File: src/rtl/radix_inc_pkg.sv
package radix_inc_pkg;
  localparam int DATA_W = 4;
  localparam int ADDR_W = 16;
  localparam int INSTR_W = 13;
  localparam int EXT_W = 8;

  typedef enum logic [1:0] {
    ST_IDLE = 2'd0,
    ST_READ = 2'd1,
    ST_WRITE = 2'd2
  } seq_state_t;

  typedef struct packed {
    logic             valid;
    logic             use_y;
    logic             post;
    logic [DATA_W:0]  radix;
  } dec_t;
endpackage

File: src/rtl/rinc_decode.sv
module rinc_decode
  import radix_inc_pkg::*;
#(
  parameter int OPW = INSTR_W,
  parameter int DW = DATA_W,
  parameter logic [OPW-7:0] MATCH = 7'b1110110
) (
  input  logic [OPW-1:0] instr_i,
  output dec_t           dec_o
);
  localparam logic [DW:0] RADIX_TOP = (DW+1)'(1) << DW;

  always_comb begin
    dec_o.valid = (instr_i[OPW-1:6] == MATCH);
    dec_o.use_y = instr_i[5];
    dec_o.post  = instr_i[4];
    dec_o.radix = RADIX_TOP - {1'b0, instr_i[DW-1:0]};
  end
endmodule

File: src/rtl/rinc_addr_sel.sv
module rinc_addr_sel #(
  parameter int AW = 16,
  parameter int EW = 8,
  parameter logic [AW-EW-1:0] LO_PAGE = '0,
  parameter logic [AW-EW-1:0] HI_PAGE = '1
) (
  input  logic          ext_i,
  input  logic [EW-1:0] imm_i,
  input  logic          use_y_i,
  input  logic          post_i,
  input  logic [AW-1:0] x_i,
  input  logic [AW-1:0] y_i,
  output logic [AW-1:0] addr_o
);
  logic [AW-1:0] idx;
  logic [AW-1:0] paged;

  always_comb begin
    idx    = use_y_i ? y_i : x_i;
    paged  = {(use_y_i ? HI_PAGE : LO_PAGE), imm_i};
    addr_o = (ext_i && !post_i) ? paged : idx;
  end
endmodule

File: src/rtl/rinc_adjust.sv
module rinc_adjust #(
  parameter int DW = 4
) (
  input  logic [DW-1:0] nib_i,
  input  logic [DW:0]   radix_i,
  output logic [DW-1:0] res_o,
  output logic          carry_o
);
  logic [DW:0] sum;
  logic [DW:0] wrapped;

  always_comb begin
    sum     = {1'b0, nib_i} + (DW+1)'(1);
    wrapped = sum - radix_i;
    carry_o = (sum >= radix_i);
    res_o   = carry_o ? wrapped[DW-1:0] : sum[DW-1:0];
  end

  always_comb begin
    if ({1'b0, nib_i} < radix_i) begin
      a_r3_in_range: assert ({1'b0, res_o} < radix_i);
    end
  end
endmodule

File: src/rtl/radix_inc_unit.sv
module radix_inc_unit
  import radix_inc_pkg::*;
(
  input  logic                clk,
  input  logic                rst,
  input  logic                start,
  input  logic [INSTR_W-1:0]  instr,
  input  logic                ext_pending,
  input  logic [EXT_W-1:0]    ext_byte,
  input  logic [ADDR_W-1:0]   x_in,
  input  logic [ADDR_W-1:0]   y_in,
  input  logic                iflag_in,
  input  logic [DATA_W-1:0]   mem_rdata,
  output logic [ADDR_W-1:0]   mem_addr,
  output logic                mem_rd,
  output logic                mem_wr,
  output logic [DATA_W-1:0]   mem_wdata,
  output logic [ADDR_W-1:0]   x_out,
  output logic [ADDR_W-1:0]   y_out,
  output logic [3:0]          flags_out,
  output logic                done
);
  localparam int NIDX = 2;

  seq_state_t        state_q;
  dec_t              dec;
  logic              accept;
  logic [ADDR_W-1:0] addr_nxt;
  logic [DATA_W-1:0] adj_res;
  logic              adj_carry;

  logic              cap_use_y;
  logic              cap_post;
  logic              cap_iflag;
  logic [DATA_W:0]   cap_radix;
  logic [ADDR_W-1:0] idx_in  [NIDX];
  logic [ADDR_W-1:0] cap_idx [NIDX];
  logic [ADDR_W-1:0] nxt_idx [NIDX];

  rinc_decode #(.OPW(INSTR_W), .DW(DATA_W)) u_dec (
    .instr_i(instr),
    .dec_o  (dec)
  );

  rinc_addr_sel #(.AW(ADDR_W), .EW(EXT_W)) u_addr (
    .ext_i  (ext_pending),
    .imm_i  (ext_byte),
    .use_y_i(dec.use_y),
    .post_i (dec.post),
    .x_i    (x_in),
    .y_i    (y_in),
    .addr_o (addr_nxt)
  );

  rinc_adjust #(.DW(DATA_W)) u_adj (
    .nib_i  (mem_rdata),
    .radix_i(cap_radix),
    .res_o  (adj_res),
    .carry_o(adj_carry)
  );

  assign accept    = start && dec.valid && (state_q != ST_READ);
  assign idx_in[0] = x_in;
  assign idx_in[1] = y_in;

  for (genvar i = 0; i < NIDX; i++) begin : g_idx
    assign nxt_idx[i] = (cap_post && (cap_use_y == 1'(i))) ?
                        cap_idx[i] + ADDR_W'(1) : cap_idx[i];
  end

  always_ff @(posedge clk) begin
    if (rst) begin
      state_q   <= ST_IDLE;
      mem_addr  <= '0;
      mem_rd    <= 1'b0;
      mem_wr    <= 1'b0;
      mem_wdata <= '0;
      x_out     <= '0;
      y_out     <= '0;
      flags_out <= '0;
      done      <= 1'b0;
      cap_use_y <= 1'b0;
      cap_post  <= 1'b0;
      cap_iflag <= 1'b0;
      cap_radix <= '0;
      for (int k = 0; k < NIDX; k++) cap_idx[k] <= '0;
    end else begin
      mem_rd <= 1'b0;
      mem_wr <= 1'b0;
      done   <= 1'b0;
      if (accept) begin
        state_q   <= ST_READ;
        mem_rd    <= 1'b1;
        mem_addr  <= addr_nxt;
        cap_use_y <= dec.use_y;
        cap_post  <= dec.post;
        cap_radix <= dec.radix;
        cap_iflag <= iflag_in;
        for (int k = 0; k < NIDX; k++) cap_idx[k] <= idx_in[k];
      end else if (state_q == ST_READ) begin
        state_q   <= ST_WRITE;
        mem_wr    <= 1'b1;
        mem_wdata <= adj_res;
        flags_out <= {1'b0, cap_iflag, adj_carry, (adj_res == '0)};
        x_out     <= nxt_idx[0];
        y_out     <= nxt_idx[1];
        done      <= 1'b1;
      end else begin
        state_q <= ST_IDLE;
      end
    end
  end

  a_r5_rd_wr_exclusive: assert property (@(posedge clk) disable iff (rst)
    !(mem_rd && mem_wr));
  a_r5_read_then_write: assert property (@(posedge clk) disable iff (rst)
    mem_rd |=> (mem_wr && done));
  a_r5_addr_held: assert property (@(posedge clk) disable iff (rst)
    mem_rd |=> $stable(mem_addr));
  a_r5_write_after_read: assert property (@(posedge clk) disable iff (rst)
    mem_wr |-> $past(mem_rd));
  a_r9_no_adjacent_reads: assert property (@(posedge clk) disable iff (rst)
    mem_rd |=> !mem_rd);
  a_r4_e_cleared: assert property (@(posedge clk) disable iff (rst)
    done |-> !flags_out[3]);
  a_r4_z_tracks_data: assert property (@(posedge clk) disable iff (rst)
    done |-> (flags_out[0] == (mem_wdata == '0)));
endmodule

File: config.mk
export PLATFORM = sky130hd
export DESIGN_NAME = radix_inc_unit
export DESIGN_NICKNAME = d
export VERILOG_FILES = /design/src/rtl/radix_inc_pkg.sv /design/src/rtl/rinc_decode.sv /design/src/rtl/rinc_addr_sel.sv /design/src/rtl/rinc_adjust.sv /design/src/rtl/radix_inc_unit.sv
export SDC_FILE = /design/constraint.sdc
export NUM_CORES = 1
export LEC_CHECK = 0
export BUFFER_PORTS_ARGS = -buffer_cell sky130_fd_sc_hd__clkbuf_2
export CAP_MARGIN = 20
export CORE_AREA = 10 10 137 139
export CTS_CLUSTER_SIZE = 20
export DETAILED_ROUTE_END_ITERATION = 8
export DIE_AREA = 0 0 147 149
export PLACE_DENSITY_LB_ADDON = 0.15
export RECOVER_POWER = 25
export SETUP_SLACK_MARGIN = 0.3
export SYNTH_ARGS = -nofsm -noshare
export SYNTH_HDL_FRONTEND = slang
export SYNTH_SLANG_ARGS = --single-unit
File: constraint.sdc
create_clock -name clk -period 6.05 [get_ports clk]
set_input_delay 0.605 -clock clk [delete_from_list [all_inputs] [get_ports clk]]
set_output_delay 0.605 -clock clk [all_outputs]
set_load 0.02 [all_outputs]
==> results of run 1 <==
## sequential cells by signal (all words and copies together), names as in the netlist
name,count
cap_idx,32
mem_addr,16
x_out,16
y_out,16
cap_radix,5
mem_wdata,4
flags_out,3
cap_iflag,1
cap_post,1
cap_use_y,1
done,1
mem_rd,1
state_q,1
## metal layers
| layer | routed length (um) | GRT usage (%) | vias up |
|---|---|---|---|
| met5 | 0 | 0 | - |
| met4 | 287 | 5.748 | 0 |
| met3 | 751 | 3.186 | 17 |
| met2 | 6401 | 20.22 | 94 |
| met1 | 6159 | 14.88 | 1716 |
| li1 | - | - | 1941 |
## metrics by stage
| stage | utilization (%) | power [W] | area [sq um] |
|---|---|---|---|
| after global placement | 33.97 | 0.0008069 | 5493 |
| final | 35.71 | 0.001442 | 5774 |
| after global routing | 35.71 | 0.001497 | 5774 |
| after detailed placement | 33.97 | 0.0008098 | 5493 |
| after floorplan | - | 0.0007638 | 4722 |
| after CTS | 36.07 | 0.001465 | 5833 |
## power by group
group | switching, W | leakage (nW) | internal (W) | total [W]
Sequential | 0.00000702 | 0.875 | 0.000684 | 0.000692
Combinational | 0.0000633 | 1.15 | 0.0000395 | 0.000103
Clock | 0.000250 | 0.164 | 0.000398 | 0.000648
Total | 0.000320 | 2.19 | 0.00112 | 0.00144
## logic make-up after synthesis
group	share of synthesized area [%]
flops	48.33
fa+ha+maj	2.809
other cells	0.07942
mux	2.544
xor+xnor	6.492
buf+inv	4.027
compound gates	13.99
simple gates	21.73
## path summary, 6_finish.rpt
path,startpoint,to,slack [ps],depth (start not counted)
max,rst,cap_idx[0][24]$_SDFFCE_PN0P_,2270,4
min,cap_radix[2]$_SDFFE_PP0P_,cap_radix[2]$_SDFFE_PP0P_,460,2
max reg2reg,done$_SDFF_PP0_,cap_idx[0][24]$_SDFFCE_PN0P_,3960,5
min reg2reg,cap_radix[2]$_SDFFE_PP0P_,cap_radix[2]$_SDFFE_PP0P_,460,2
## layout by cell type, fill, tap and decap left out, types with 3 or more instances in the layout
cell       instances
inv_1             12
and2_1            32
mux2i_1           12
and3_1             3
dfxtp_1           66
nor3b_1            3
buf_4              4
a21oi_1           34
xor2_1            24
clkbuf_2          75
clkbuf_16         10
a211oi_1          41
nand3_1           13
a21o_1             3
nand2_1           48
xnor2_1           11
clkbuf_1          46
o211ai_1           9
nand4_1            8
edfxtp_1          32
nor3_1             5
nor2_1            61
ha_1               9
nand2b_1           5
## final cells by class
| type | instances | share of cell area (%) |
|---|---|---|
| sequential | 98 | 39.52 |
| inverter | 12 | 0.7801 |
| multi-input combinational | 351 | 39.09 |
| clock inverter | 4 | 1.257 |
| tap | 220 | 4.767 |
| clock buffer | 12 | 4.637 |
| timing repair buffer | 124 | 9.946 |
## critical path: stages
cell      delay [ps]
clkbuf_2          70
clkbuf_1        2160
nand2b_1         530
buf_4            400
==> flow_metrics.env, run 1 <==
export IMPL_status="finished with violations"
export IMPL_violations="max-capacitance violations, max-slew violations"
export IMPL_synth_area_leaders="dfxtp_1 28%, edfxtp_1 20%, a211oi_1 6.5%"
export IMPL_end_kind="flip-flop"
export IMPL_holdWs_ps=456.2
export IMPL_fin_tns_setup_ps=0
export IMPL_worst_slew_pin_slew_ps=3070
export IMPL_htree_num_levels=3
export IMPL_die_w_um=147
export IMPL_dp_cells=805
export IMPL_nets=668
export IMPL_syn2layout_area_growth_pct=22.28
export IMPL_ys_ff_latch=98
export IMPL_fin_crit_sh_pct=62.49
export IMPL_grt_max_degree=68
export IMPL_grt_ovfl_total=0
export IMPL_ios=121
export IMPL_cts_resized=0
export IMPL_core_sq_um=16170
export IMPL_cts_tree="done"
export IMPL_regArea_sq_um=2282
export IMPL_final_cells=821
export IMPL_path_class="in2reg"
export IMPL_yosysMostFrequentCell="dfxtp_1"
export IMPL_grt_pass1_wl_mm=21.09
export IMPL_post_drt_via_cell_ratio=4.590
export IMPL_grt_usage_pct=12.33
export IMPL_chipHeight_um=149
export IMPL_multi_input_area_sq_um=2257
export IMPL_synth_async_sr_flop_share_pct=0
export IMPL_antenna_found_initial=0
export IMPL_worst_slack_ps=2269
export IMPL_synthTopCellsByCount="66 x dfxtp_1, 61 x nor2_1, 48 x nand2_1"
export IMPL_synth_nets=567
export IMPL_slew_violations=68
export IMPL_ys_warn_count=0
export IMPL_grt_pass1_vias=3752
export IMPL_cts_sinks=98
export IMPL_wl_mm=13.60
export IMPL_syn_area_sq_um=4722
export IMPL_dp_hpwl_mm=10.67
export IMPL_drive_gt1_share_pct=17.80
export IMPL_ys_types=44
export IMPL_crit_fanout=67
export IMPL_required_ps=6070
export IMPL_antenna_left=0
export IMPL_critPathLaunchType="primary input"
export IMPL_powerDensity_nw_per_um2=249.8
export IMPL_gp_congestion=0.8977
export IMPL_clk_pin_slew_ps=60
export IMPL_io_buffers=119
export IMPL_drc_errors=0
export IMPL_drtPass1Iterations=4
export IMPL_post_cts_buffers=0
export IMPL_worstSkewPairLatency_ps=350
export IMPL_synth_edf_count=32
export IMPL_ys_seq_area_share_pct=48.33
export IMPL_n_antenna_cell=0
export IMPL_dieArea_sq_um=21900
export IMPL_syn_inst=495
export IMPL_post_place_ws_ps=3252
export IMPL_synth_top_area_cell="dfxtp_1"
export IMPL_hp_class="reg2reg"
export IMPL_cts_buffers=9
export IMPL_rows=47
export IMPL_syn_area_per_cell_sq_um=9.539
export IMPL_rsz0062_at_grt="false"
export IMPL_max_freq_mhz=264.5
export IMPL_cts_hold_buf=0
export IMPL_setup_viol=0
export IMPL_cts_buffer_depth=2
export IMPL_wire_per_inst_um=16.56
export IMPL_finalCriticalPeriod_ps=3781
export IMPL_cap_violations=1
export IMPL_fillers=1703
export IMPL_vias=3768
export IMPL_hold_viol=0
export IMPL_synth_top_area_share_pct=27.98
export IMPL_relSlewSlack_pct=-104.7
export IMPL_cellLeakagePower_nw=2.194
export IMPL_arrival_ps=3800
export IMPL_irDropWorstVdd_v=0.0001451
export IMPL_drt_iter0_drc=166
export IMPL_initial_utilization_pct=29.20
export IMPL_cts_root_buf="clkbuf_16"
export IMPL_synth_ff_type="dfxtp_1"
export IMPL_fin_worst_skew_ps=6.914
No activity file was read; power rests on OpenSTA's default activity.
==> run 2, diff against run 1 <==
Settings changed: ABC_AREA set to 1, CORE_AREA 10 10 137 139 to 10 10 138 140, DIE_AREA 0 0 147 149 to 0 0 148 150.
Clock period 6.05 ns to 3.1 ns, I/O delays scaled along.
==> run 2 against run 1 <==
The flow now finishes without violations; critical path type is now reg2reg; clock power up 79%; area after synthesis is 1.8% higher; non-clock buffer count unchanged; final area rose by 1.3%; synthesized cell count up 21%; register-to-register slack lost 3100 ps; sequential power up 95%; utilization increased by 0.059 points; hold slack got worse by 270 ps; total power grew 87%; critical endpoint is now mem_addr[11]$_SDFFE_PP0P_; clock skew about the same.
==> flow_metrics.env, run 2 <==
export IMPL_ys_warn_count=0
export IMPL_fillers=1802
export IMPL_combPwrFrac_pct=7.2
export IMPL_grt_pass1_vias=4315
export IMPL_multi_input_area_sq_um=2048
export IMPL_synth_ff_type="dfxtp_1"
export IMPL_io_buffers=119
export IMPL_drt_iter0_drc=235
export IMPL_hold_viol=0
export IMPL_largest_register_ffs=32
export IMPL_synth_async_sr_flop_share_pct=0
export IMPL_hp_class="in2reg"
export IMPL_initial_utilization_pct=29.41
export IMPL_antenna_found_initial=2
export IMPL_top_layer_used="met5"
export IMPL_syn_inst=597
export IMPL_p_switching_w=0.0005932
export IMPL_cts_sinks=98
export IMPL_cts_hold_buf=0
export IMPL_wire_per_inst_um=15.28
export IMPL_synth_area_leaders="dfxtp_1 27%, edfxtp_1 20%, inv_1 6.9%"
export IMPL_finalCriticalPeriod_ps=2233
export IMPL_drc_errors=0
export IMPL_end_kind="flip-flop"
export IMPL_crit_fanout=49
export IMPL_status="finished clean"
export IMPL_irDropWorstVdd_v=0.0002732
export IMPL_worst_slew_pin_slew_ps=848.7
export IMPL_cap_violations=0
export IMPL_rows=47
export IMPL_path_class="reg2reg"
export IMPL_switching_share_pct=21.98
export IMPL_cts_buffers=9
export IMPL_arrival_ps=2460
export IMPL_yosysMostFrequentCell="inv_1"
export IMPL_worstSkewPairLatency_ps=340
export IMPL_die_w_um=148
export IMPL_powerDensity_nw_per_um2=461.7
export IMPL_p_seq_share_pct=50.0
export IMPL_syn_area_per_cell_sq_um=8.054
export IMPL_synth_top_area_share_pct=27.48
export IMPL_antenna_left=0
export IMPL_wl_met3_um=921
export IMPL_final_cells=930
export IMPL_cellLeakagePower_nw=2.604
export IMPL_synth_nets=669
export IMPL_core_sq_um=16350
export IMPL_ys_types=39
export IMPL_grt_ovfl_total=0
export IMPL_syn_area_sq_um=4808
export IMPL_drive_gt1_share_pct=16.76
export IMPL_htree_num_levels=3
export IMPL_post_cts_buffers=0
export IMPL_vias=4199
export IMPL_gp_congestion=0.8519
export IMPL_dieArea_sq_um=22200
export IMPL_n_antenna_cell=0
export IMPL_dr_wl_met2_mm=6.318
export IMPL_slew_violations=0
export IMPL_dp_cells=914
export IMPL_fin_worst_skew_ps=6.623
export IMPL_chipHeight_um=150
export IMPL_required_ps=3330
export IMPL_cts_root_buf="clkbuf_16"
export IMPL_drtPass1Iterations=5
export IMPL_power_internal_w=0.002106
export IMPL_wl_mm=14.21
export IMPL_synthTopCellsByCount="88 x inv_1, 73 x nand2_1, 66 x dfxtp_1"
export IMPL_synth_top_area_cell="dfxtp_1"
export IMPL_fin_crit_sh_pct=72.02
export IMPL_grt_pass1_wl_mm=22.96
export IMPL_critPathLaunchType="flip-flop"
export IMPL_dp_hpwl_mm=11.17
export IMPL_synth_edf_count=32
export IMPL_relSlewSlack_pct=43.34
export IMPL_regArea_sq_um=2282
export IMPL_cts_tree="done"
export IMPL_post_drt_via_cell_ratio=4.515
export IMPL_regMostFlops="cap_idx"
export IMPL_syn2layout_area_growth_pct=21.60
export IMPL_max_freq_mhz=447.9
export IMPL_cts_resized=0
export IMPL_final_cell_mix="88 x inv_1, 73 x nand2_1, 73 x clkbuf_2"
export IMPL_clockPowerShare_pct=42.8
export IMPL_grt_usage_pct=13.15
export IMPL_power_total_w=0.002699
export IMPL_grt_max_degree=74
export IMPL_setup_viol=0
export IMPL_rsz0062_at_grt="false"
export IMPL_drt_met1_wl_mm=6.519
export IMPL_ios=121
export IMPL_cts_buffer_depth=2
export IMPL_fin_tns_setup_ps=0
export IMPL_nets=777
export IMPL_clk_pin_slew_ps=60
export IMPL_ys_ff_latch=98
export IMPL_ys_seq_area_share_pct=47.46
export IMPL_layout_commonest_cell="inv_1"
[run 2: changes by cell type in the layout (fill, tap and decap cells not counted), moves of 25 or more]
cell / previous run / this run
a211oi_1: 41 / 0
and2_1: 32 / 0
nand2_1: 48 / 73
nand3_1: 13 / 41
inv_1: 12 / 88
o21ai_0: 0 / 61
[run 2: path summary, 6_finish.rpt]
kind / startpoint / to / slack (ps) / depth (start not counted)
worst max-delay path: done$_SDFF_PP0_ / mem_addr[11]$_SDFFE_PP0P_ / 870 / 9
worst min-delay path: iflag_in / cap_iflag$_SDFFE_PP0P_ / 180 / 3
worst max register to register: done$_SDFF_PP0_ / mem_addr[11]$_SDFFE_PP0P_ / 870 / 9
worst min register to register: cap_iflag$_SDFFE_PP0P_ / cap_iflag$_SDFFE_PP0P_ / 490 / 2
[run 2: per-stage QoR]
stage	utilization (%)	hold WS (ps)	worst slack [ps]	instance area, sq um
after floorplan	-	413.1	1093	4808
after global placement	34.23	469.0	882.4	5595
after detailed placement	34.23	475.6	853.2	5595
after CTS	36.12	170.3	841.2	5904
after global routing	35.76	202.8	619.9	5847
final	35.76	185.0	867.3	5847
[run 2: worst max-delay path: stages (launching register included)]
cell	delay [ps]
dfxtp_1	340
nor2_4	120
inv_2	90
nand4_2	90
buf_4	290
nor2_4	80
inv_2	620
nor2_1	200
o21ai_0	170
nand3_1	90
[run 2: logic make-up after synthesis]
kind of cell / count (synthesis) / synth area share, %
flops: 98 / 47.46
compound gates: 126 / 13.69
buf+inv: 122 / 10.10
fa+ha+maj: 10 / 2.758
simple gates: 214 / 21.18
other cells: 1 / 0.07799
xor+xnor: 26 / 4.736
[run 2: cell type report]
type / count / area share, %
sequential: 98 / 39.03
multi-input combinational: 377 / 35.03
tap: 220 / 4.708
inverter: 95 / 6.099
timing repair buffer: 124 / 9.844
clock buffer: 15 / 4.772
clock inverter: 1 / 0.5136
[run 2: routing by layer]
layer / vias to the layer above / track usage (%)
met3: 28 / 4.378
met1: 1878 / 16.10
met5: - / 0
met2: 120 / 20.38
met4: 4 / 6.343
li1: 2169 / -
[run 2: power groups by stage]
| stage | Sequential [W] | Combinational (W) | Clock, W |
|---|---|---|---|
| 2_1_floorplan | 0.00138 | 0.000113 | 0 |
| 3_3_place_gp | 0.00138 | 0.000194 | 0 |
| 3_5_place_dp | 0.00138 | 0.000196 | 0 |
| 4_1_cts | 0.00135 | 0.000197 | 0.00120 |
| 5_1_grt | 0.00135 | 0.000223 | 0.00125 |
| 6_report | 0.00135 | 0.000194 | 0.00116 |
==> run 3, diff against run 2 <==
Clock period 3.1 ns to 2 ns, I/O delays scaled along.
==> run 3 against run 2 <==
Final cell count rose by 0.97%; routed wire length grew 0.56%; sequential power grew 55%; clock power rose by 49%; total power up 53%; clock-buffer cell count decreased by 2; register-to-register slack got worse by 450 ps; largest cell class unchanged; global-route usage decreased by 0.16 points; critical endpoint is now flags_out[0]$_SDFFE_PP0P_; utilization rose by 0.59 points.
==> flow_metrics.env, run 3 (synthesis gave the netlist of run 2 again) <==
export IMPL_initial_utilization_pct=29.41
export IMPL_drtPass1Iterations=5
export IMPL_grt_usage_pct=12.98
export IMPL_post_drt_via_cell_ratio=4.480
export IMPL_drive_gt1_share_pct=18.92
export IMPL_finalCriticalPeriod_ps=1584
export IMPL_cts_hold_buf=0
export IMPL_holdWs_ps=45.35
export IMPL_largest_register_ffs=32
export IMPL_design_area_sq_um=5943
export IMPL_max_freq_mhz=631.3
export IMPL_timing_reg2reg_worst_path_depth=8
export IMPL_top_layer_used="met5"
export IMPL_rr_endpoint="flags_out[0]$_SDFFE_PP0P_"
export IMPL_setup_viol=0
export IMPL_slew_violations=0
export IMPL_nets=786
export IMPL_cts_buffer_depth=2
export IMPL_status="finished clean"
export IMPL_io_buffers=119
export IMPL_syn2layout_area_growth_pct=23.60
export IMPL_cts_buffers=9
export IMPL_chipHeight_um=150
export IMPL_regMostFlops="cap_idx"
export IMPL_multi_input_area_sq_um=2077
export IMPL_htree_num_levels=3
export IMPL_ios=121
export IMPL_drt_met1_wl_mm=6.651
export IMPL_dr_wl_met2_mm=6.298
export IMPL_clk_pin_slew_ps=60
export IMPL_arrival_ps=1870
export IMPL_r2r_setup_slack_ps=420
export IMPL_dieArea_sq_um=22200
export IMPL_dp_hpwl_mm=11.36
export IMPL_critPathLaunchType="flip-flop"
export IMPL_vias=4207
export IMPL_core_sq_um=16350
export IMPL_final_cells=939
export IMPL_path_class="reg2reg"
export IMPL_final_cell_mix="88 x inv_1, 72 x clkbuf_2, 70 x nand2_1"
export IMPL_rows=47
export IMPL_irDropWorstVdd_v=0.0004446
export IMPL_antenna_left=0
export IMPL_cellLeakagePower_nw=2.650
export IMPL_fin_crit_sh_pct=79.20
export IMPL_die_w_um=148
export IMPL_hold_viol=0
export IMPL_cap_violations=0
export IMPL_layout_commonest_cell="inv_1"
export IMPL_powerDensity_nw_per_um2=696.8
export IMPL_cts_tree="done"
export IMPL_wl_mm=14.29
export IMPL_hold_depth=3
export IMPL_required_ps=2280
export IMPL_grt_ovfl_total=0
export IMPL_min_from="iflag_in"
export IMPL_regArea_sq_um=2282
export IMPL_reg2reg_from="cap_radix[0]$_SDFFE_PP0P_"
export IMPL_cts_sinks=98
export IMPL_crit_fanout=3
export IMPL_gp_congestion=0.8792
export IMPL_wire_per_inst_um=15.22
export IMPL_drt_iter0_drc=179
export IMPL_rsz0062_at_grt="false"
export IMPL_dp_cells=920
export IMPL_placed_cell_area_sq_um=5660
export IMPL_grt_pass1_vias=4183
export IMPL_worstSkewPairLatency_ps=350
export IMPL_end_kind="flip-flop"
export IMPL_drc_errors=0
export IMPL_min_to="cap_iflag$_SDFFE_PP0P_"
export IMPL_fin_worst_skew_ps=5.217
export IMPL_wl_met3_mm=1.059
export IMPL_cts_root_buf="clkbuf_16"
export IMPL_n_antenna_cell=0
export IMPL_fillers=1792
export IMPL_antenna_found_initial=2
export IMPL_grt_pass1_wl_mm=22.63
export IMPL_hp_class="in2reg"
export IMPL_fin_tns_setup_ps=0
export IMPL_grt_max_degree=42
[run 3: cell count changes in the layout (fill, tap and decap cells not counted), moves of 2 or more]
cell     change
nand2_1      -3
nand2_2      +3
nor2_1       -2
nor2_2       +2
o21ai_2      +2
buf_4        +7
[run 3: worst max path at each step]
| stage | start | slack (ps) | depth (start not counted) | end |
|---|---|---|---|---|
| after floorplan | mem_rdata[0] | 310 | 13 | mem_wdata[1]$_SDFFE_PP0P_ |
| after global placement | mem_rdata[0] | 40 | 14 | mem_wdata[1]$_SDFFE_PP0P_ |
| after detailed placement | mem_rdata[0] | -6 | 13 | flags_out[0]$_SDFFE_PP0P_ |
| after CTS | cap_radix[4]$_SDFFE_PP0P_ | 340 | 7 | flags_out[0]$_SDFFE_PP0P_ |
| after global routing | cap_radix[1]$_SDFFE_PP0P_ | 290 | 11 | mem_wdata[1]$_SDFFE_PP0P_ |
| final | cap_radix[0]$_SDFFE_PP0P_ | 420 | 8 | flags_out[0]$_SDFFE_PP0P_ |
[run 3: area by class of cell]
class	instances	share of cell area [%]
clock inverter	3	0.6526
tap	220	4.632
clock buffer	13	4.211
inverter	95	6.084
sequential	98	38.40
timing repair buffer	133	11.07
multi-input combinational	377	34.95
[run 3: repair_timing]
action,in CTS,in global routing
pin swaps,0,3
resized for setup,1,9
setup endpoints to repair,21,18
setup buffers,0,3
[run 3: power breakdown]
part           internal, W  leakage (nW)  total [W]  switching (W)
sequential         0.00207         0.875    0.00209      0.0000185
clock              0.00100         0.141    0.00173       0.000734
combinational     0.000123          1.63   0.000318       0.000196
total              0.00319          2.65    0.00414       0.000948
[run 3: worst max-delay path: stages (launching register included)]
cell,delay (ps)
dfxtp_1,330
ha_1,230
fa_1,400
xnor2_1,150
nand2_1,70
nand2_1,70
nor2_1,100
nand3_1,70
a21oi_1,120
[run 3: layer usage]
| metal | up-vias | track usage, % |
|---|---|---|
| met5 | - | 0 |
| met4 | 2 | 4.410 |
| met3 | 20 | 5.284 |
| met2 | 110 | 19.43 |
| met1 | 1886 | 16.56 |
| li1 | 2189 | - |
[run 3: per-stage QoR]
stage          util, %  total power [W]  setup slack (ps)
2_1_floorplan        -         0.002308             305.9
3_3_place_gp     34.62         0.002442             42.13
3_5_place_dp     34.62         0.002446            -6.060
4_1_cts          36.41         0.004189             336.3
5_1_grt          36.35         0.004329             289.6
6_report         36.35         0.004141             415.9
